$ cat config.mk
export PLATFORM = sky130hd
export DESIGN_NAME = wake_sleep_ctrl
export DESIGN_NICKNAME = d
export VERILOG_FILES = /design/src/rtl/wake_sleep_pkg.sv /design/src/rtl/wake_line_sync.sv /design/src/rtl/wake_dwell_timer.sv /design/src/rtl/wake_mode_fsm.sv /design/src/rtl/wake_sleep_ctrl.sv
export SDC_FILE = /design/constraint.sdc
export NUM_CORES = 1
export LEC_CHECK = 0
export ABC_AREA = 1
export CAP_MARGIN = 10
export CORE_AREA = 10 10 47 49
export DETAILED_ROUTE_END_ITERATION = 8
export DIE_AREA = 0 0 57 59
export PLACE_DENSITY = 0.59
export SYNTH_ARGS = -nofsm -noshare
export SYNTH_HDL_FRONTEND = slang
export SYNTH_SLANG_ARGS = --single-unit
export TNS_END_PERCENT = 10
$ cat constraint.sdc
create_clock -name clk -period 3.03 [get_ports clk]
set_input_delay 0.606 -clock clk [delete_from_list [all_inputs] [get_ports clk]]
set_output_delay 0.606 -clock clk [all_outputs]
set_load 0.005 [all_outputs]
$ cat src/rtl/wake_sleep_pkg.sv
package wake_sleep_pkg;

  typedef enum logic {
    MODE_RUN   = 1'b0,
    MODE_SLEEP = 1'b1
  } mode_e;

  // Width able to hold 0..limit inclusive, at least one bit.
  function automatic int unsigned dwell_width(input int unsigned limit);
    int unsigned w;
    w = $clog2(limit + 1);
    return (w < 1) ? 1 : w;
  endfunction

endpackage

$ cat src/rtl/wake_line_sync.sv
module wake_line_sync #(
  parameter int unsigned STAGES = 2
) (
  input  logic clk,
  input  logic rst_n,
  input  logic async_in,
  output logic sync_out
);

  logic [STAGES-1:0] stage_q;

  generate
    for (genvar i = 0; i < STAGES; i++) begin : g_stage
      if (i == 0) begin : g_first
        always_ff @(posedge clk or negedge rst_n) begin
          if (!rst_n) stage_q[0] <= 1'b0;
          else        stage_q[0] <= async_in;
        end
      end else begin : g_next
        always_ff @(posedge clk or negedge rst_n) begin
          if (!rst_n) stage_q[i] <= 1'b0;
          else        stage_q[i] <= stage_q[i-1];
        end
      end
    end
  endgenerate

  assign sync_out = stage_q[STAGES-1];

endmodule

$ cat src/rtl/wake_dwell_timer.sv
module wake_dwell_timer #(
  parameter int unsigned LIMIT = 10,
  parameter int unsigned W     = 4
) (
  input  logic         clk,
  input  logic         rst_n,
  input  logic         clear,
  input  logic         tick,
  output logic [W-1:0] count,
  output logic         expire
);

  localparam logic [W-1:0] LIMIT_V = W'(LIMIT);

  logic [W-1:0] cnt_q;
  logic [W-1:0] cnt_d;
  logic         cnt_en;
  logic         at_limit;

  assign at_limit = (cnt_q == LIMIT_V);

  always_comb begin
    cnt_en = clear | tick;
    cnt_d  = cnt_q;
    if (clear)         cnt_d = '0;
    else if (at_limit) cnt_d = '0;
    else               cnt_d = cnt_q + 1'b1;
  end

  always_ff @(posedge clk or negedge rst_n) begin
    if (!rst_n)      cnt_q <= '0;
    else if (cnt_en) cnt_q <= cnt_d;
  end

  assign expire = tick & ~clear & at_limit;
  assign count  = cnt_q;

endmodule

$ cat src/rtl/wake_mode_fsm.sv
module wake_mode_fsm
  import wake_sleep_pkg::*;
(
  input  logic  clk,
  input  logic  rst_n,
  input  logic  dwell_expire,
  input  logic  host_high,
  output mode_e mode
);

  mode_e mode_q;
  mode_e mode_d;

  always_comb begin
    mode_d = mode_q;
    unique case (mode_q)
      MODE_RUN:   if (dwell_expire) mode_d = MODE_SLEEP;
      MODE_SLEEP: if (host_high)    mode_d = MODE_RUN;
      default:    mode_d = MODE_RUN;
    endcase
  end

  always_ff @(posedge clk or negedge rst_n) begin
    if (!rst_n) mode_q <= MODE_RUN;
    else        mode_q <= mode_d;
  end

  assign mode = mode_q;

endmodule

$ cat src/rtl/wake_sleep_ctrl.sv
module wake_sleep_ctrl
  import wake_sleep_pkg::*;
#(
  parameter int unsigned SYNC_STAGES   = 2,
  parameter int unsigned SLEEP_SECONDS = 10
) (
  input  logic clk,
  input  logic rst_n,
  input  logic host_line,
  input  logic above_thr,
  input  logic sec_tick,
  output logic count_enable,
  output logic wake_n
);

  localparam int unsigned DW = dwell_width(SLEEP_SECONDS);

  logic          host_s;
  logic          idle_cond;
  logic          dwell_clear;
  logic          dwell_expire;
  logic [DW-1:0] dwell_cnt;
  mode_e         mode;
  logic          running;

  wake_line_sync #(.STAGES(SYNC_STAGES)) u_sync (
    .clk      (clk),
    .rst_n    (rst_n),
    .async_in (host_line),
    .sync_out (host_s)
  );

  assign idle_cond   = ~host_s & ~above_thr;
  assign running     = (mode == MODE_RUN);
  assign dwell_clear = ~idle_cond | ~running;

  wake_dwell_timer #(.LIMIT(SLEEP_SECONDS), .W(DW)) u_dwell (
    .clk    (clk),
    .rst_n  (rst_n),
    .clear  (dwell_clear),
    .tick   (sec_tick),
    .count  (dwell_cnt),
    .expire (dwell_expire)
  );

  wake_mode_fsm u_fsm (
    .clk          (clk),
    .rst_n        (rst_n),
    .dwell_expire (dwell_expire),
    .host_high    (host_s),
    .mode         (mode)
  );

  assign count_enable = running;
  assign wake_n       = ~(running & above_thr & host_s);

endmodule

==> impl_results.md, run 1 <==
- Synthesized instance count: 39
- WP data required: 2420 ps
- Post-CTS setup buffer count: 0
- Crit start category: input pin
- Final critical-path share of the clock period: 77.9%
- Crit path cell chain: clkdlybuf4s50_1, nand3_1, clkdlybuf4s50_1
- Die width: 57 microns
- CTS Hold Bufs: 0
- Hold slack: 348 ps
- Status: completed
- GP Congestion: 0.763
- Initial antenna violation count: 0
- Die height: 59 microns
- Crit path capture type: output port
- Die area: 3360 sq um
- DRC: 0
- Sequential share of the synthesized area: 47.6%
- Net count after synthesis: 46
- Max-Cap Viols: 0
- Fillers: 150
- Setup ws final: 671 ps
- Max transition margin: 80.7%
- Largest net degree at the start of global routing: 8
- Crit path top cell by count: clkdlybuf4s50_1
- Max stage delay on crit path: 510 ps
- Number of cells after detailed placement: 61
- Final Instance Count excl. Fillers: 65
- Post-synthesis mux area share: 0%
- Row cnt: 14
- PortBufs: 6
- Finish-stage setup viols: 0
- Top delay family on crit path: buffers and inverters
- Global-route wire length before repair: 1060 microns
- Maximum clock frequency: 0.424 GHz
- Worst vdd rail ir drop: 270 uV
- Drt pass-1 iters: 4
- Clk_lat worst skew: 240 ps
- Post-CTS resize count: 0
- Total core area: 1400 sq um
- H-tree depth: 1
- Total GRT Usage: 3.94%
- Worst slew pin tran: 288 ps
- Vias: 274
- RSZ-0062 raised after global routing: false
- Synth Area in Compound Gates: 7.14%
- Wire per inst: 8.95 microns
- Ys Warns: 0
- Leakage Power: 0.200 nW
- Final setup TNS: 0 ps
- WL final: 582 microns
- Routed Antenna Nets: 0
- # diodes: 0
- Clock buffer depth: 2
- Vias/cell: 4.22
- Area grow syn2layout: 28.9%
- Synth Register Bits: 7
- Global routing met2 resource utilization: 6.20%
- PwrDens: 409 nW/um^2
- Met3 usage: 2.15%
- Syn_area_per_cell: 9.43 sq um
- Slowest CP cell: clkdlybuf4s50_1
- Total grt overflow: 0
- Adder-Cell Fraction of Synth Area: 6.80%
- Critical path class: in2out
- Post-route clock skew: 5.37 ps
- Largest family of logic cells by synthesized area: simple AND/OR/NAND/NOR gates
- CTS Buf Count: 3
- CP max FO: 3
- Pre-CTS WS: 667 ps
- Simple-Gate Fraction of Synth Area: 32.0%
- Layout cell share with drive strength beyond 1: 22.4%
- Clk slew on worst S/H paths: 50 ps
- Synthesized area: 368 sq um
- Iteration-0 DRC Markers: 2
- Ports: 7
- Final #Nets: 57
- Met1 usage: 4.18%
- Worst Hold Class: reg2reg
- Root Driver: clkbuf_4
- Buffers & Inverters on Critical Path: 2
- Util after Layout: 33.8%
- Clk sinks: 7
- HPWL Detailed: 505 microns
- Busiest grt layer: met2
- Post-Synth XOR/XNOR Area: 0%
- Starting density of the core: 26.3%
- Number of global-route vias before repair: 282
- Min cycle time layout: 2360 ps
- CTS tree: done
- Worst EP arrival: 1750 ps
- Yosys cell types: 14
- Max Slew Vio Count: 0
- Fin. Hold Viols: 0
-- through the flow --
stage	total power [mW]	instance area, sq um
floorplan	0.106	368
global placement	0.117	448
detailed placement	0.117	448
CTS	0.199	474
global route	0.203	474
finish	0.194	474
-- flip-flops by register name (all words and copies together), names as in the netlist --
signal           flops
u_dwell.count        4
u_fsm.mode           1
u_sync.stage_q       1
u_sync.sync_out      1
-- final cells by class --
| cell class | count | area [sq um] | area share, % |
|---|---|---|---|
| flip-flops and latches | 7 | 175 | 36.9 |
| multi-input cells | 26 | 169 | 35.6 |
| clock buffers | 4 | 26.3 | 5.54 |
| inverters | 6 | 23.8 | 5.01 |
| well taps | 16 | 20.0 | 4.22 |
| repair buffers | 6 | 60.1 | 12.7 |
-- worst register-to-register path, delay by kind of cell, from the launching register on --
family,cells,cell delay [ps]
flip-flops,1,420
adder cells (fa/ha/maj),1,200
AND/OR/NAND/NOR,2,200
AO/OA/AOI/OAI,1,140
buffers and inverters,1,70
-- final timing paths --
| path | from | endpoint | slack, ps | cells after the start |
|---|---|---|---|---|
| max in group asynchronous | rst_n | u_dwell.count[0] | 2190 | 1 |
| min in group asynchronous | rst_n | u_dwell.count[2] | 610 | 1 |
| setup reg to reg | u_dwell.count[0] | u_dwell.count[1] | 1940 | 5 |
| hold / removal | u_sync.stage_q[0] | u_sync.sync_out | 350 | 0 |
| setup / recovery | above_thr | wake_n | 670 | 3 |
| hold reg to reg | u_sync.stage_q[0] | u_sync.sync_out | 350 | 0 |
-- cells in the mapped netlist --
master	n	area, sq um
clkinv_2	1	5.00
nand3_1	3	15.0
o22ai_1	1	6.26
inv_2	2	7.51
ha_1	2	25.0
nand3_2	2	20.0
nand2_1	10	37.5
nand4_1	1	6.26
dfrtp_1	7	175
nor3_4	1	16.3
o21ai_1	4	20.0
nand2_4	1	11.3
inv_1	3	11.3
nor2_4	1	11.3
-- cell usage in the layout (no fill, tap or decap) --
master           count
nor3_4               1
nand2_1             10
ha_1                 2
nand2_4              1
dfrtp_1              7
clkbuf_1             1
nand3_2              2
o21ai_1              4
clkinv_2             1
clkdlybuf4s50_1      6
clkbuf_4             3
inv_2                2
inv_1                3
nor2_4               1
o22ai_1              1
nand3_1              3
nand4_1              1
-- power by group --
part / leakage (nW) / switching (mW) / internal (mW) / total, mW
Sequential: 0.0926 / 0.00207 / 0.0960 / 0.0981
Combinational: 0.0927 / 0.00866 / 0.00892 / 0.0176
Clock: 0.0150 / 0.0286 / 0.0499 / 0.0785
-- layer usage --
metal	wire [microns]	part of all wire (%)
met2	275	47
met3	24	4.1
met5	0	0
met4	0	0
met1	282	48
-- logic make-up after synthesis --
logic type	Yosys count
simple gates	19
flops	7
buf+inv	6
compound gates	5
fa+ha+maj	2
No activity file was read; power rests on OpenSTA's default activity.
==> inputs of run 2 (changes only) <==
clock period = 2.4 ns   (was 3.03 ns; I/O delays follow)
==> impl_results.md, run 2 (synthesis results as in run 1) <==
- Hold depth: 0 (unchanged)
- PwrDens: 516 nW/um^2 (was 409 nW/um^2)
- PnR Total Power: 0.245 mW (was 0.194 mW)
- Worst Hold End: u_sync.sync_out (unchanged)
- RSZ-0062 raised after global routing: false (unchanged)
- Max stage delay on crit path: 510 ps (about the same)
- Clock buffer depth: 2 (unchanged)
- Crit start category: input pin (unchanged)
- Internal power: 0.195 mW (was 0.155 mW)
- Post-CTS resize count: 0 (unchanged)
- Routed Antenna Nets: 0 (unchanged)
- Final critical-path share of the clock period: 87.7%
- Slowest CP cell: clkdlybuf4s50_1 (unchanged)
- Max transition margin: 81.2% (was 80.7%)
- Clk sinks: 7 (unchanged)
- Vias/cell: 4.26 (was 4.22)
- Min cycle time layout: 2110 ps
- Vias: 277 (was 274)
- Combinational share of power: 9.0% (was 9.1%)
- Root Driver: clkbuf_4 (unchanged)
- FF-to-FF Start: u_dwell.count[0] (unchanged)
- Die area: 3360 sq um (unchanged)
- Crit path cell chain: clkdlybuf4s50_1, nand3_1, clkdlybuf4s50_1 (unchanged)
- Worst Hold Class: reg2reg (unchanged)
- Post-CTS setup buffer count: 0 (unchanged)
- Drt pass-1 iters: 2 (was 4)
- Layout cell share with drive strength beyond 1: 22.4% (unchanged)
- Clk_lat worst skew: 240 ps (about the same)
- FF/Latch Area: 175 sq um (unchanged)
- GP Congestion: 0.761 (was 0.763)
- Status: completed (unchanged)
- # diodes: 0 (unchanged)
- Worst flop-to-flop path endpoint: u_dwell.count[2] (was u_dwell.count[1])
- HPWL Detailed: 504 microns (was 505 microns)
- Max FFs per register: 4 (unchanged)
- Max Slew Vio Count: 0 (unchanged)
- Row cnt: 14 (unchanged)
- WP data required: 1920 ps (was 2420 ps)
- Critical path class: in2out (unchanged)
- Fin. Hold Viols: 0 (unchanged)
- H-tree depth: 1 (unchanged)
- Final setup TNS: 0 ps (unchanged)
- Crit path top cell by count: clkdlybuf4s50_1 (unchanged)
- Pre-CTS WS: 287 ps (was 667 ps)
- Leakage Power: 0.200 nW (unchanged)
- Leading cell type in the layout, fill and taps excluded: nand2_1 (unchanged)
- Clk slew on worst S/H paths: 50 ps (about the same)
- Starting density of the core: 26.3% (unchanged)
- R2R depth: 6 (was 5)
- Multi-input gate area: 169 sq um (unchanged)
- DRC: 0 (unchanged)
- Worst vdd rail ir drop: 345 uV (was 270 uV)
- Wire per inst: 9.00 microns (was 8.95 microns)
- Worst EP arrival: 1630 ps (was 1750 ps)
- Fillers: 158 (was 150)
- Number of global-route vias before repair: 270 (was 282)
- Clock share of power: 40.4% (about the same)
- Max-Cap Viols: 0 (unchanged)
- Post-route clock skew: 4.98 ps (was 5.37 ps)
- Sw frac: 20.1% (was 20.3%)
- Flop pwr share: 50.6% (was 50.5%)
- WL final: 585 microns (was 582 microns)
- CTS Buf Count: 3 (unchanged)
- R2r setup slk: 1290 ps (was 1940 ps)
- Setup ws final: 295 ps (was 671 ps)
- Worst slew pin tran: 282 ps (was 288 ps)
- Maximum clock frequency: 0.475 GHz
- Die height: 59 microns (unchanged)
- Initial antenna violation count: 0 (unchanged)
- Most frequent cells in the layout: nand2_1 (10), dfrtp_1 (7), clkdlybuf4s50_1 (6) (unchanged)
- Total core area: 1400 sq um (unchanged)
- Psw: 0.0493 mW (was 0.0393 mW)
- CP max FO: 3 (unchanged)
- Hold wc startpoint: u_sync.stage_q[0] (unchanged)
- Area grow syn2layout: 28.9% (unchanged)
- Crit path capture type: output port (unchanged)
- Largest net degree at the start of global routing: 8 (unchanged)
- PortBufs: 6 (unchanged)
- CTS tree: done (unchanged)
- Total GRT Usage: 3.68% (was 3.94%)
- Finish-stage setup viols: 0 (unchanged)
- Total grt overflow: 0 (unchanged)
- CTS Hold Bufs: 0 (unchanged)
- Final #Nets: 57 (unchanged)
- Iteration-0 DRC Markers: 4 (was 2)
- Ports: 7 (unchanged)
- Global-route wire length before repair: 972 microns (was 1060 microns)
- Die width: 57 microns (unchanged)
## run 2: power by group through the flow
stage | clock network, mW | registers, mW | logic [mW]
3_5_place_dp | 0 | 0.126 | 0.0224
3_3_place_gp | 0 | 0.125 | 0.0224
6_report | 0.0988 | 0.124 | 0.0221
5_1_grt | 0.108 | 0.124 | 0.0242
2_1_floorplan | 0 | 0.125 | 0.00895
4_1_cts | 0.105 | 0.124 | 0.0226
## run 2: final cells by class
class,instances,share of cell area [%]
Clock buffer,4,5.54
Inverter,6,5.01
Multi-Input combinational cell,26,35.6
Sequential cell,7,36.9
Tap cell,16,4.22
Timing Repair Buffer,6,12.7
## run 2: stage by stage
stage	cells	instance area, sq um	hold WS, ps	util [%]
after floorplan	39	368	184	-
after global placement	61	448	333	32.0
after detailed placement	61	448	349	32.0
after CTS	65	474	353	33.8
after global routing	65	474	355	33.8
final	65	474	349	33.8
## run 2: critical path, delay by kind of cell
| kind | cells | cell delay, ps |
|---|---|---|
| and+or+nand+nor | 1 | 130 |
| buffers and inverters | 2 | 1010 |
## run 2: routing by layer
layer,GRT usage [%],wire (microns),vias up
li1,-,-,147
met1,3.58,279,126
met2,6.05,281,4
met3,2.15,24,0
met4,2.01,0,0
met5,0,0,-
## run 2: worst max path at each step
stage / from / end / slack [ps]
detailed placement: above_thr / wake_n / 290
global route: above_thr / wake_n / 250
finish: above_thr / wake_n / 290
global placement: above_thr / wake_n / 300
floorplan: above_thr / wake_n / 1370
CTS: above_thr / wake_n / 280
